## config.mk

```make
export PLATFORM = sky130hd
export DESIGN_NAME = tmc_ctrl
export DESIGN_NICKNAME = d
export VERILOG_FILES = /design/src/rtl/tmc_pkg.sv /design/src/rtl/tmc_mode_fsm.sv /design/src/rtl/tmc_enable_bank.sv /design/src/rtl/tmc_status_bank.sv /design/src/rtl/tmc_ctrl.sv
export SDC_FILE = /design/constraint.sdc
export NUM_CORES = 1
export LEC_CHECK = 0
export ABC_AREA = 1
export BUFFER_PORTS_ARGS = -buffer_cell sky130_fd_sc_hd__buf_2
export CAP_MARGIN = 5
export CORE_AREA = 8 8 69 71
export CTS_BUF_LIST = sky130_fd_sc_hd__clkbuf_8
export CTS_CLUSTER_SIZE = 24
export DETAILED_ROUTE_END_ITERATION = 6
export DIE_AREA = 0 0 77 79
export GPL_TIMING_DRIVEN = 0
export HOLD_SLACK_MARGIN = 0.05
export PLACE_DENSITY_LB_ADDON = 0.25
export SETUP_SLACK_MARGIN = 0.1
export SLEW_MARGIN = 10
export SYNTH_ARGS = -nofsm -noshare
export SYNTH_HDL_FRONTEND = slang
export SYNTH_SLANG_ARGS = --single-unit
```

## constraint.sdc

```tcl
create_clock -name clk -period 3.35 [get_ports clk]
set_clock_uncertainty 0.15 [all_clocks]
set_input_delay 0.335 -clock clk [delete_from_list [all_inputs] [get_ports clk]]
set_output_delay 0.335 -clock clk [all_outputs]
set_load 0.01 [all_outputs]
```

## src/rtl/tmc_pkg.sv

```systemverilog
package tmc_pkg;
    typedef enum logic [1:0] {
        ST_RUN    = 2'd0,
        ST_FROZEN = 2'd1,
        ST_SRST   = 2'd2
    } mode_state_e;

    localparam logic [2:0] A_MCTL  = 3'd0;
    localparam logic [2:0] A_SETEN = 3'd1;
    localparam logic [2:0] A_CLREN = 3'd2;
    localparam logic [2:0] A_IEN   = 3'd3;
    localparam logic [2:0] A_STAT  = 3'd4;

    localparam int B_SRST    = 0;
    localparam int B_RUNDBG  = 1;
    localparam int B_RUNDOZE = 2;
    localparam int MCTL_W    = 3;
endpackage

```

## src/rtl/tmc_mode_fsm.sv

```systemverilog
module tmc_mode_fsm
    import tmc_pkg::*;
(
    input  logic        clk,
    input  logic        rst_n,
    input  logic        srst_req,
    input  logic        halt_req,
    output mode_state_e state,
    output logic        freeze,
    output logic        chan_rst
);
    mode_state_e nxt;

    // Every state takes the same transitions, so the three arms share one rule set.
    always_comb begin
        nxt = state;
        unique case (state)
            ST_RUN, ST_FROZEN, ST_SRST: begin
                if (srst_req)      nxt = ST_SRST;    // soft-reset entry
                else if (halt_req) nxt = ST_FROZEN;  // halt entry
                else               nxt = ST_RUN;     // release
            end
            default: nxt = ST_RUN;
        endcase
    end

    always_ff @(posedge clk or negedge rst_n) begin
        if (!rst_n) state <= ST_RUN;
        else        state <= nxt;
    end

    always_comb begin
        freeze   = (state == ST_FROZEN);
        chan_rst = (state == ST_SRST);
    end

    a_r9_srst_first: assert property (@(posedge clk) disable iff (!rst_n)
        srst_req |=> (chan_rst && !freeze));
    a_r7_freeze_follows: assert property (@(posedge clk) disable iff (!rst_n)
        (halt_req && !srst_req) |=> freeze);
endmodule

```

## src/rtl/tmc_enable_bank.sv

```systemverilog
module tmc_enable_bank #(
    parameter int N_CH = 4
) (
    input  logic            clk,
    input  logic            rst_n,
    input  logic            srst,
    input  logic [N_CH-1:0] set_stb,
    input  logic [N_CH-1:0] clr_stb,
    input  logic [N_CH-1:0] stop_exp,
    output logic [N_CH-1:0] en
);
    for (genvar i = 0; i < N_CH; i++) begin : g_ch
        always_ff @(posedge clk or negedge rst_n) begin
            if (!rst_n)           en[i] <= 1'b0;
            else if (srst)        en[i] <= 1'b0;
            else if (stop_exp[i]) en[i] <= 1'b0;
            else if (clr_stb[i])  en[i] <= 1'b0;
            else if (set_stb[i])  en[i] <= 1'b1;
        end
    end

    a_r1_set_starts: assert property (@(posedge clk) disable iff (!rst_n)
        (!srst && |set_stb) |=> ((en & $past(set_stb & ~clr_stb & ~stop_exp)) == $past(set_stb & ~clr_stb & ~stop_exp)));
    a_r2_clear_stops: assert property (@(posedge clk) disable iff (!rst_n)
        (|clr_stb) |=> ((en & $past(clr_stb)) == '0));
    a_r3_expire_stops: assert property (@(posedge clk) disable iff (!rst_n)
        (|stop_exp) |=> ((en & $past(stop_exp)) == '0));
    a_r6_srst_clears_en: assert property (@(posedge clk) disable iff (!rst_n)
        srst |=> (en == '0));
endmodule

```

## src/rtl/tmc_status_bank.sv

```systemverilog
module tmc_status_bank #(
    parameter int N_CH = 4
) (
    input  logic            clk,
    input  logic            rst_n,
    input  logic            srst,
    input  logic [N_CH-1:0] clr_mask,
    input  logic [N_CH-1:0] timeout,
    output logic [N_CH-1:0] flags
);
    for (genvar i = 0; i < N_CH; i++) begin : g_ch
        always_ff @(posedge clk or negedge rst_n) begin
            if (!rst_n)          flags[i] <= 1'b0;
            else if (srst)       flags[i] <= 1'b0;
            else if (timeout[i]) flags[i] <= 1'b1;
            else if (clr_mask[i]) flags[i] <= 1'b0;
        end
    end

    a_r4_timeout_wins: assert property (@(posedge clk) disable iff (!rst_n)
        (!srst && |timeout) |=> ((flags & $past(timeout)) == $past(timeout)));
    a_r4_sticky: assert property (@(posedge clk) disable iff (!rst_n)
        !srst |=> ((flags & $past(flags & ~clr_mask)) == $past(flags & ~clr_mask)));
    a_r6_srst_clears_flags: assert property (@(posedge clk) disable iff (!rst_n)
        srst |=> (flags == '0));
endmodule

```

## src/rtl/tmc_ctrl.sv

```systemverilog
module tmc_ctrl
    import tmc_pkg::*;
#(
    parameter int N_CH   = 4,
    parameter int ADDR_W = 3,
    parameter int DATA_W = 32
) (
    input  logic              clk,
    input  logic              rst_n,
    input  logic              reg_we,
    input  logic [ADDR_W-1:0] reg_addr,
    input  logic [DATA_W-1:0] reg_wdata,
    output logic [DATA_W-1:0] reg_rdata,
    input  logic [N_CH-1:0]   chan_timeout,
    input  logic [N_CH-1:0]   chan_stop_expire,
    input  logic              dbg_mode,
    input  logic              doze_mode,
    output logic [N_CH-1:0]   chan_en,
    output logic              timer_freeze,
    output logic              chan_soft_rst,
    output logic              irq
);
    localparam logic [N_CH-1:0] ZERO_CH = '0;

    logic [MCTL_W-1:0] mctl;
    logic [N_CH-1:0]   ien;
    logic [N_CH-1:0]   flags;
    logic              srst;
    logic              halt;
    logic              wr_mctl, wr_set, wr_clr, wr_ien, wr_stat;
    mode_state_e       mode_st;

    assign srst    = mctl[B_SRST];
    assign halt    = (dbg_mode && !mctl[B_RUNDBG]) || (doze_mode && !mctl[B_RUNDOZE]);
    assign wr_mctl = reg_we && (reg_addr == ADDR_W'(A_MCTL));
    assign wr_set  = reg_we && (reg_addr == ADDR_W'(A_SETEN));
    assign wr_clr  = reg_we && (reg_addr == ADDR_W'(A_CLREN));
    assign wr_ien  = reg_we && (reg_addr == ADDR_W'(A_IEN));
    assign wr_stat = reg_we && (reg_addr == ADDR_W'(A_STAT));

    // The control word is never touched by its own soft reset bit.
    always_ff @(posedge clk or negedge rst_n) begin
        if (!rst_n)       mctl <= '0;
        else if (wr_mctl) mctl <= reg_wdata[MCTL_W-1:0];
    end

    always_ff @(posedge clk or negedge rst_n) begin
        if (!rst_n)      ien <= '0;
        else if (srst)   ien <= '0;
        else if (wr_ien) ien <= reg_wdata[N_CH-1:0];
    end

    tmc_mode_fsm u_mode (
        .clk      (clk),
        .rst_n    (rst_n),
        .srst_req (srst),
        .halt_req (halt),
        .state    (mode_st),
        .freeze   (timer_freeze),
        .chan_rst (chan_soft_rst)
    );

    tmc_enable_bank #(.N_CH(N_CH)) u_en (
        .clk      (clk),
        .rst_n    (rst_n),
        .srst     (srst),
        .set_stb  (wr_set ? reg_wdata[N_CH-1:0] : ZERO_CH),
        .clr_stb  (wr_clr ? reg_wdata[N_CH-1:0] : ZERO_CH),
        .stop_exp (chan_stop_expire),
        .en       (chan_en)
    );

    tmc_status_bank #(.N_CH(N_CH)) u_stat (
        .clk      (clk),
        .rst_n    (rst_n),
        .srst     (srst),
        .clr_mask (wr_stat ? reg_wdata[N_CH-1:0] : ZERO_CH),
        .timeout  (chan_timeout),
        .flags    (flags)
    );

    assign irq = |(flags & ien);

    always_comb begin
        reg_rdata = '0;
        unique case (reg_addr)
            ADDR_W'(A_MCTL):  reg_rdata[MCTL_W-1:0] = mctl;
            ADDR_W'(A_SETEN),
            ADDR_W'(A_CLREN): reg_rdata[N_CH-1:0]   = chan_en;
            ADDR_W'(A_IEN):   reg_rdata[N_CH-1:0]   = ien;
            ADDR_W'(A_STAT):  reg_rdata[N_CH-1:0]   = flags;
            default:          reg_rdata             = '0;
        endcase
    end

    a_r5_irq_needs_mask: assert property (@(posedge clk) disable iff (!rst_n)
        irq |-> (ien != '0));
    a_r6_srst_clears_mask: assert property (@(posedge clk) disable iff (!rst_n)
        srst |=> (ien == '0));
    a_r9_state_legal: assert property (@(posedge clk) disable iff (!rst_n)
        $onehot0({timer_freeze, chan_soft_rst}));
endmodule

```

==> impl_summary.md, run 1 <==
Global routing
The number of global-route vias before repair was 1196. The wire length of the first global-routing pass is 5580 um. The initial antenna violation count is 0.

The total routing resource utilization after global routing is 11.0%. The overflow left after global routing is 0. The pin count of the biggest net entering global routing is 18.

Power and ir drop
The analysis attributes to net switching a power of 0.198 mW. Internal power comes to 0.384 mW. The total power of the final layout is 0.582 mW. Across the VDD grid, the largest voltage drop is 0.172 mV.

The analysis attributes to cell leakage a power of 0.923 nW. Net switching is 34.1% of the power. The combinational fraction of design power is 29.3%.

The sequential fraction of design power is 43.4%. In this run the power density over the cells is 364 nW/um2. The portion of total power attributed to the clock network is 27.3%.

Floorplanning
The initial utilization of the core area, before any placement, comes to 32.7%. The number of top-level pins is 87. The horizontal die dimension is 77 um.

The floorplan step defined a core boundary enclosing 3800 um2. In this run the vertical extent of the chip is 79 um. The floorplan die area is 6080 um2. Row generation in the floorplan step produced 23 rows.

Final layout
Cells with a size suffix above 1 make up 30.0% of the layout. The utilization after layout is 42.2%. Leaving out fill and tap cells, the most frequent cells in the layout are nand2_1, buf_2, buf_4. The commonest non-fill, non-tap cell in the layout is nand2_1. The layout net count is 286. Compared with the post-synthesis result, the final layout area differs by 29.0%. The finished cells cover 1600 um2. The number of antenna cells inserted is 0.

CTS
The CTS root buffer is clkbuf_8. TritonCTS built the clock tree. At the later pin of the worst-skew pair, clock insertion delay measures 0.25 ns. The count of hold-fix buffers inserted at cts is 1. The number of clock buffers added by TritonCTS is 3. The count of clock tree sinks is 17. In this run, post-CTS repair resized a total of 0 instances. Counting along the longest clock path gives a buffer depth of 2.

The clock-pin slew of the registers on the worst-case setup and hold paths is 0.07 ns. Post-CTS timing repair inserted 0 buffers for setup. In this run the number of H-tree levels came out at 1.

Timing
The final max-slew violation count is 0. Based on the critical path, the design can be clocked at up to 0.533 GHz. The final number of hold-violating endpoints is 0. Setup repair after global routing left no endpoint under its margin. The smallest hold slack is 0.141 ns.

Of the available clock period, the critical path in the final layout requires 56.1%. The total negative setup slack is 0 ns. Setup violations remaining at the end of the flow were counted as 0. Subtracting the final worst setup slack from the clock period gives 1.88 ns.

Critical path
By startpoint and endpoint, the worst setup path is classified as flip-flop to primary output. The critical path launch point type is a flip-flop. The largest fanout of any net on the critical path is 10.

For the worst setup path, the data required time is 2.86 ns. STA puts the critical path data arrival time at 1.39 ns. The kind of end point of the critical path is a primary output.

Route
The total wirelength of the detailed-routed design is 3200 um. The routed wire length per instance is 11.2 um. The number of vias in the routed layout is 1199. In the routed design, unresolved DRC markers number 0. In this run, the number of DRC markers left after iteration 0 of detailed routing was 57.

The mean number of vias per cell is 4.18. The first detailed-routing pass took 4 iterations. The count of nets left with antenna violations once routing finished came out at 0.

Synth
For this run, the number of Yosys warnings is 0. The sequential area share after synthesis is 34.3%. The area of the mapped netlist is 1240 um2. The number of different library cells used by synthesis comes to 22. In this run, synthesis produced a sequential element count of 17. After synthesis, the mean cell area works out to 7.01 um2. The number of standard cells after synthesis is 177.

Run status
The flow ran to the end, and the final reports show no timing, DRC or antenna violations.

Placement
The number of buffer cells added on primary ports is 28. Summing all placed instances gives a cell area of 1550 um2. Detailed placement ended at an HPWL of 2620 um. At the end of routability-driven placement, the weighted congestion stood at 0.840.

Hold path
The type of the most critical hold path is input pin to flip-flop.

Run
The tool flagged a number of max-cap violations equal to 0.
[flip-flops by register name (all words and copies together), names as in the netlist]
signal	count
u_stat.flags	4
u_mode.state	2
mctl	3
u_en.en	4
ien	4
[critical path, cell delays in order, from the launching register on]
cell      delay, ns
dfrtp_1        0.38
clkbuf_1       0.40
nand2_1        0.10
nand4_1        0.11
buf_2          0.14
[through the flow]
stage | instances | setup slack, ns
2_1_floorplan | 204 | 1.83
3_3_place_gp | 282 | 1.61
3_5_place_dp | 282 | 1.58
4_1_cts | 287 | 1.44
5_1_grt | 287 | 1.34
6_report | 287 | 1.47
[worst paths after layout]
| kind | cells past startpoint | endpoint | startpoint | slack, ns |
|---|---|---|---|---|
| max | 4 | reg_rdata[0] | mctl[0]$_DFFE_PN0P_ | 1.47 |
| min | 3 | u_stat.flags[3]$_DFFE_PN0P_ | chan_timeout[3] | 0.14 |
| max reg2reg | 4 | u_stat.flags[3]$_DFFE_PN0P_ | mctl[0]$_DFFE_PN0P_ | 2.06 |
| min in group asynchronous | 2 | u_stat.flags[0]$_DFFE_PN0P_ | rst_n | 0.38 |
| min reg2reg | 1 | u_mode.state[1]$_DFF_PN0_ | u_mode.state[1]$_DFF_PN0_ | 0.35 |
| max in group asynchronous | 2 | ien[2]$_DFFE_PN0P_ | rst_n | 2.39 |
[layout make-up]
cell class | count | area [um2]
fill | 413 | 2200
multi-input combinational | 135 | 609
sequential | 17 | 425
buffer | 33 | 236
timing repair buffer | 29 | 150
inverter | 19 | 71.3
tap | 50 | 62.6
clock buffer | 3 | 41.3
clock inverter | 1 | 5.00
[synthesized netlist by cell type, drive strengths merged]
cell / n / area share, %
buf: 32 / 19
conb: 1 / 0.30
o21ai: 1 / 0.40
clkinv: 1 / 0.30
o2111ai: 1 / 0.71
inv: 18 / 5.4
nor2: 18 / 6.2
clkbuf: 1 / 0.30
and3: 1 / 0.50
nand3: 22 / 8.9
a21oi: 1 / 0.40
nand3b: 1 / 0.61
nand4: 14 / 7.6
o22ai: 1 / 0.50
nor3: 2 / 1.2
nand2: 45 / 14
dfrtp: 17 / 34
[cell families after synthesis]
logic type | synth area share [%]
AO/OA/AOI/OAI | 2.02
buffers and inverters | 24.8
flip-flops | 34.3
AND/OR/NAND/NOR | 38.6
other | 0.302
[metal layers]
metal / share of wire (%) / track usage, % / up-vias
li1: - / - / 634
met1: 46 / 13.3 / 520
met2: 45 / 17.7 / 43
met3: 9.0 / 4.18 / 2
met4: 0.78 / 3.40 / 0
met5: 0 / 0 / -
[power by group through the flow]
stage          clock network, mW  logic [mW]  registers (mW)
6_report                   0.159       0.170           0.253
5_1_grt                    0.171       0.196           0.258
4_1_cts                    0.163       0.171           0.253
3_5_place_dp                   0       0.170           0.257
3_3_place_gp                   0       0.168           0.257
2_1_floorplan                  0       0.118           0.252
Note: power is estimated with default switching activity, not from simulation.
==> inputs of run 2 (changes only) <==
==> constraint.sdc (replaced) <==
create_clock -name clk -period 1.51 [get_ports clk]
set_clock_uncertainty 0.15 [all_clocks]
set_input_delay 0.151 -clock clk [delete_from_list [all_inputs] [get_ports clk]]
set_output_delay 0.151 -clock clk [all_outputs]
set_load 0.01 [all_outputs]
==> run 2 against run 1 <==
Compared with the run above: combinational power rose to 2.7 times the previous value; via count rose by 6.3%; routed wire length rose by 5.3%; power up 140%; utilization rose by 5.2 points; final cell count grew 6.3%; global-route usage increased by 0.38 points; largest cell class unchanged; highest routed layer unchanged.
==> impl_summary.md, run 2 (synthesis gave the netlist of run 1 again) <==
Run status
The run finished with clean final reports.

Timing
Setup repair after global routing could not meet its margin everywhere. The total negative setup slack came to 0 ns (unchanged). The final number of setup-violating endpoints is 0 (unchanged).

The setup slack after layout is 0.118 ns (-1.35 ns). The upper clock frequency limit is 0.718 GHz. The final max-slew violation count is 0 (unchanged). The minimum period implied by the final worst setup slack is 1.39 ns. The final number of hold-violating endpoints is 0 (unchanged). Dividing the final minimum period by the clock period gives 92.2%.

Placement
The half-perimeter wire length after detailed placement came to 2620 um (unchanged). The number of buffer cells added on primary ports is 28 (unchanged). The pre-CTS setup slack is 0.0694 ns (-1.51 ns).

The final estimated routing congestion in global placement is 0.840 (unchanged). The number of instances in the placed design is 282 (unchanged).

Power and ir drop
The net load switching power came to 0.462 mW (+130%). The sequential fraction of design power is 40.9% (-2.5 points). The fraction of power spent switching nets is 33.7% (-0.34 points). The power per unit of standard cell area came to 761 nW/um2 (+110%). The largest voltage drop on the vdd net was 0.413 mV (+140%). The combinational fraction of design power is 33.1% (+3.8 points). The leakage component of the power is 1.01 nW (+9.3%).

The portion of total power attributed to the clock network is 26.0% (-1.3 points). The total power of the final layout is 1.37 mW (+140%). The cell-internal power is 0.907 mW (+140%).

CTS
The CTS buffer count is 3 (unchanged). The latest clock arrival within the worst-skew pair is 0.25 ns (about the same). The clock-pin slew of the registers on the worst-case setup and hold paths was 0.07 ns (about the same).

The clock tree buffer depth came to 2 (unchanged). TritonCTS built the clock tree. The CTS root buffer is clkbuf_8. The count of clock tree sinks is 17 (unchanged). The H-tree depth is 1 (unchanged).

Global routing
The total routing resource utilization after global routing is 11.4% (+0.38 points). The pin count of the biggest net entering global routing was 18 (unchanged). The initial antenna violation count was 0 (unchanged). The met3 usage is 3.95% (-0.23 points).

The met1 track demand over resource in global routing is 13.8% (+0.53 points). The global-route layer with the greatest usage is met2. The number of global-route vias before repair is 1274 (+6.5%).

The met2 track utilization from global routing is 18.5% (+0.85 points). The overflow left after global routing is 0 (unchanged). The wire length of the first global-routing pass is 5800 um (+3.8%).

Final layout
The commonest non-fill, non-tap cell in the layout is nand2_1. The top cell types in the final layout, fill and taps aside, are nand2_1, buf_4, buf_2. The utilization after layout is 47.4% (+5.2 points). The area growth from synthesis to layout is 45.0%.

The ratio of cells with drive above 1 in the final layout came to 32.2% (+2.2 points). The layout net count is 304 (+6.3%). The number of standard cells in the final layout excluding fillers was 305 (+6.3%).

The number of antenna cells inserted is 0 (unchanged). The largest registers in the layout are ien (4), u_en.en (4), u_stat.flags (4).

Critical path
The largest fanout of any net on the critical path came to 2 (-8). The critical path is of the flip-flop to primary output type. The worst setup path is captured at a primary output. The data required time of the critical path is 1.21 ns (-1.65 ns).

The arrival time at the worst endpoint is 1.09 ns (-0.30 ns). STA classifies the critical path startpoint as a flip-flop.

Route
The number of optimization iterations in the first detailed-route pass is 4 (unchanged). The total wirelength of the detailed-routed design was 3370 um (+5.3%). The final routed DRC violation total was 0 (unchanged). The mean number of vias per cell is 4.18 (about the same). The count of nets left with antenna violations after detail routing is 0 (unchanged). The number of vias in the routed layout is 1275 (+6.3%). The number of DRC markers after the initial detailed-route iteration is 53 (-7.0%). The routed wire length per instance is 11.1 um (-0.91%).

Floorplanning
The floorplan die area is 6080 um2 (unchanged). The number of cell rows is 23 (unchanged). The horizontal die dimension is 77 um (unchanged). The number of top-level pins came to 87 (unchanged). The area of the core is 3800 um2 (unchanged). The starting density of the core came to 32.7% (unchanged).

The overall die height is 79 um (unchanged).

Run
The max capacitance violation total is 0 (unchanged).

Hold path
The type of the most critical hold path is input pin to flip-flop.
[run 2: cell count changes in the layout (fill, tap and decap cells not counted), sizes merged]
cell         before  now
dlygate4sd3       1   13
inv              18   17
buf              60   66
clkinvlp          0    1
[run 2: worst paths after layout]
check | endpoint | depth (start not counted) | slack [ns] | start
setup / recovery | reg_rdata[0] | 4 | 0.12 | mctl[0]$_DFFE_PN0P_
hold / removal | mctl[0]$_DFFE_PN0P_ | 4 | 0.1 | reg_addr[2]
setup reg to reg | u_mode.state[0]$_DFF_PN0_ | 3 | 0.23 | mctl[0]$_DFFE_PN0P_
hold reg to reg | u_mode.state[1]$_DFF_PN0_ | 1 | 0.35 | u_mode.state[1]$_DFF_PN0_
max in group asynchronous | u_en.en[0]$_DFFE_PN0P_ | 2 | 0.73 | rst_n
min in group asynchronous | u_stat.flags[0]$_DFFE_PN0P_ | 2 | 0.20 | rst_n
[run 2: layout make-up]
type                            instances  area (um2)
Multi-Input combinational cell        135         628
Timing Repair Buffer                   47         315
Clock buffer                            3        41.3
Tap cell                               50        62.6
Sequential cell                        17         425
Buffer                                 33         246
Inverter                               19        75.1
Fill cell                             399        2000
Clock inverter                          1        5.00
[run 2: layer usage]
layer / up-vias / wire length, um
met5: - / 0
met4: 0 / 25
met3: 2 / 297
met2: 45 / 1550
met1: 556 / 1500
li1: 672 / -
[run 2: critical path: stages, from the launching register on]
cell	delay [ns]
dfrtp_1	0.40
clkbuf_8	0.14
nand2_2	0.05
nand4_1	0.09
buf_2	0.16
[run 2: through the flow]
step / area [um2] / hold WS (ns)
6_report: 1800 / 0.0959
5_1_grt: 1800 / 0.131
4_1_cts: 1750 / 0.0904
3_5_place_dp: 1550 / -0.0528
3_3_place_gp: 1550 / -0.0540
2_1_floorplan: 1340 / -0.295
[run 2: power by group through the flow]
stage               registers [mW]  clock network (mW)  logic, mW
global placement             0.570                   0      0.373
floorplan                    0.560                   0      0.262
detailed placement           0.570                   0      0.377
CTS                          0.560               0.362      0.429
global route                 0.569               0.379      0.512
finish                       0.560               0.356      0.453
[run 2: repair_timing]
| item | CTS | global route |
|---|---|---|
| resized for setup | 3 | 5 |
| hold endpoints to repair | 31 | 0 |
| buffers inserted | 2 | 4 |
| hold buffers | 13 | 0 |
| pin swaps | 0 | 1 |
| setup endpoints to repair | 1 | 5 |
==> inputs of run 3 (changes only) <==
==> constraint.sdc (replaced) <==
create_clock -name clk -period 1.51 [get_ports clk]
set_clock_uncertainty 0.15 [all_clocks]
set_input_delay 0.302 -clock clk [delete_from_list [all_inputs] [get_ports clk]]
set_output_delay 0.302 -clock clk [all_outputs]
set_load 0.01 [all_outputs]
==> run 3 against run 2 <==
Compared with the run above: the flow now finishes with violations (setup timing); first-iteration DRC count shrank 21%; final cell count fell by 0.98%; clock-buffer cell count unchanged; utilization increased by 1.1 points; hold slack better by 0.0051 ns; critical path depth stayed put; power is 4.7% higher; routed wire length rose by 5.8%; fmax is 9.5% lower; register-to-register slack got worse by 0.06 ns.
==> impl_summary.md, run 3 (synthesis gave the netlist of run 1 again) <==
Power and ir drop
The fraction of power spent switching nets is 33.8% (+0.045 points). The total power of the final layout was 1.43 mW (+4.7%). The cell-internal power is 0.949 mW (+4.6%). The portion of total power attributed to the clock network was 24.6% (-1.4 points).

The sequential fraction of design power was 39.4% (-1.5 points). The combinational fraction of design power is 35.9% (+2.8 points). The leakage component of the power was 1.03 nW (+2.3%). The power per unit of standard cell area is 778 nW/um2 (+2.3%). The largest voltage drop on the vdd net came to 0.340 mV (-18%). The net load switching power is 0.484 mW (+4.8%).

Timing
The period utilization is 102% (+9.6 points). The final number of hold-violating endpoints was 0 (unchanged). The total negative setup slack is -0.0371 ns (-0.0371 ns). The final number of setup-violating endpoints is 2 (+2). The setup slack after layout is -0.0272 ns (-0.145 ns). The final max-slew violation count was 0 (unchanged). The upper clock frequency limit is 0.651 GHz (-9.5%). The minimum period implied by the final worst setup slack came to 1.54 ns (+0.145 ns). Setup repair after global routing could not meet its margin everywhere.

Run status
The final reports fail on setup timing. The run finished, with violations left.

Global routing
The overflow left after global routing is 0 (unchanged). The number of global-route vias before repair is 1325 (+4.0%). The pin count of the biggest net entering global routing is 18 (unchanged). The wire length of the first global-routing pass is 5990 um (+3.3%).

The initial antenna violation count came to 0 (unchanged). The total routing resource utilization after global routing is 11.9% (+0.52 points).

Final layout
The layout net count is 301 (-0.99%). The utilization after layout is 48.5% (+1.1 points). The number of antenna cells inserted is 0 (unchanged). In the layout the commonest cells are nand2_1, buf_4, conb_1.

The ratio of cells with drive above 1 in the final layout came to 40.1% (+7.9 points). The area growth from synthesis to final layout is 48.4%. In the final layout, the registers with the most flip-flops are ien (4), u_en.en (4), u_stat.flags (4). The number of standard cells in the final layout excluding fillers was 302 (-0.98%).

Floorplanning
The overall die height is 79 um (unchanged). The number of cell rows is 23 (unchanged). The horizontal die dimension came to 77 um (unchanged). The starting density of the core is 32.7% (unchanged). The number of top-level pins is 87 (unchanged).

The area of the core came to 3800 um2 (unchanged). The floorplan die area is 6080 um2 (unchanged).

Route
The number of vias in the routed layout was 1293 (+1.4%). The mean number of vias per cell is 4.28 (+2.4%). The number of optimization iterations in the first detailed-route pass came to 4 (unchanged).

The count of nets left with antenna violations after detail routing is 0 (unchanged). The routed wire length per instance is 11.8 um (+6.9%). The number of DRC markers after the initial detailed-route iteration came to 42 (-21%). The final routed DRC violation total is 0 (unchanged).

The total wirelength of the detailed-routed design is 3570 um (+5.8%).

Hold path
The type of the most critical hold path is input pin to flip-flop. The worst hold path stage count is 3 (-1). The start point of the worst min-delay path is chan_timeout[0]. For hold timing, the worst endpoint is u_stat.flags[0]$_DFFE_PN0P_.

CTS
The TritonCTS clock tree is yes. The count of clock tree sinks is 17 (unchanged). The clock tree buffer depth is 2 (unchanged).

The CTS buffer count was 3 (unchanged). The clock-pin slew of the registers on the worst-case setup and hold paths is 0.07 ns (about the same). The root buffer cell chosen for the clock tree is clkbuf_8. The latest clock arrival within the worst-skew pair is 0.26 ns (about the same). The H-tree depth is 1 (unchanged).

Critical path
The slowest stage of the critical path is the dfrtp_1 cell. The arrival time at the worst endpoint is 1.09 ns (about the same). The largest fanout of any net on the critical path came to 3 (+1). The delay of the slowest cell on the worst path is 0.41 ns (about the same). The reg-to-reg startpoint is mctl[0]$_DFFE_PN0P_. The data required time of the critical path was 1.06 ns (-0.15 ns).

The critical path launch point type is a flip-flop. The capture instance of the worst register-to-register path is u_mode.state[0]$_DFF_PN0_. The depth of the worst register-to-register path is 4 (+1). The critical path class is flip-flop to primary output. The flop-to-flop setup slack is 0.17 ns (-0.06 ns). Walking the worst path, the cells encountered are nand3_1, nand2_1, nand3b_1, buf_2. STA classifies the critical path endpoint as a primary output.

Run
The max capacitance violation total is 0 (unchanged).

Placement
The number of buffer cells added on primary ports was 28 (unchanged). The number of instances in the placed design is 282 (unchanged). The final estimated routing congestion in global placement is 0.850 (+1.1%).

The half-perimeter wire length after detailed placement was 2680 um (+2.5%).
==> run 3: cell count changes in the layout (fill, tap and decap cells not counted), sizes merged <==
cell / previous run / this run
buf: 66 / 74
inv: 17 / 18
dlygate4sd3: 13 / 1
clkinvlp: 1 / 0
nor2: 18 / 19
==> run 3: layout make-up <==
type / count / area (um2)
Fill cell: 420 / 1960
Multi-Input combinational cell: 136 / 677
Sequential cell: 17 / 425
Timing Repair Buffer: 43 / 287
Buffer: 33 / 260
Inverter: 19 / 83.8
Tap cell: 50 / 62.6
Clock buffer: 3 / 41.3
Clock inverter: 1 / 5.00
==> run 3: worst max path at each step <==
stage               cells after the start                         from      endpoint
floorplan                               6                  reg_addr[0]  reg_rdata[1]
global placement                        6                  reg_addr[2]  reg_rdata[2]
detailed placement                      6                  reg_addr[2]  reg_rdata[2]
CTS                                     4  u_stat.flags[2]$_DFFE_PN0P_  reg_rdata[2]
global route                            4          mctl[2]$_DFFE_PN0P_  reg_rdata[2]
finish                                  4  u_stat.flags[2]$_DFFE_PN0P_  reg_rdata[2]
==> run 3: metrics by stage <==
step                      setup WS [ns]  hold WS [ns]  instance area (um2)
final                           -0.0272         0.101                 1840
after global routing            -0.0907         0.111                 1840
after CTS                       -0.0323        0.0997                 1770
after detailed placement         -0.132         0.108                 1550
after global placement           -0.138         0.101                 1550
after floorplan                   0.139        -0.144                 1350
==> run 3: power groups by stage <==
stage / Combinational [mW] / Sequential [mW] / Clock, mW
6_report: 0.515 / 0.565 / 0.353
5_1_grt: 0.575 / 0.575 / 0.385
4_1_cts: 0.466 / 0.563 / 0.365
3_5_place_dp: 0.378 / 0.573 / 0
3_3_place_gp: 0.376 / 0.571 / 0
2_1_floorplan: 0.264 / 0.560 / 0
==> run 3: what timing repair did <==
item	CTS	global route
endpoints found under the setup margin	5	7
pin swaps	13	7
hold endpoints to repair	17	0
setup buffers	8	6
gates cloned	1	0
hold buffers	1	0
resized for setup	28	7
==> run 3: critical path, delay by kind of cell (launching register included) <==
family                 cells  cell delay [ns]
buffers and inverters      1             0.14
and+or+nand+nor            3             0.27
DFF                        1             0.41
==> run 3: layer usage <==
layer / up-vias / track usage (%) / part of all wire [%]
met4: 0 / 5.09 / 1.5
met1: 562 / 13.6 / 42
met5: - / 0 / 0
met2: 58 / 19.6 / 46
met3: 5 / 4.40 / 11
li1: 668 / - / -
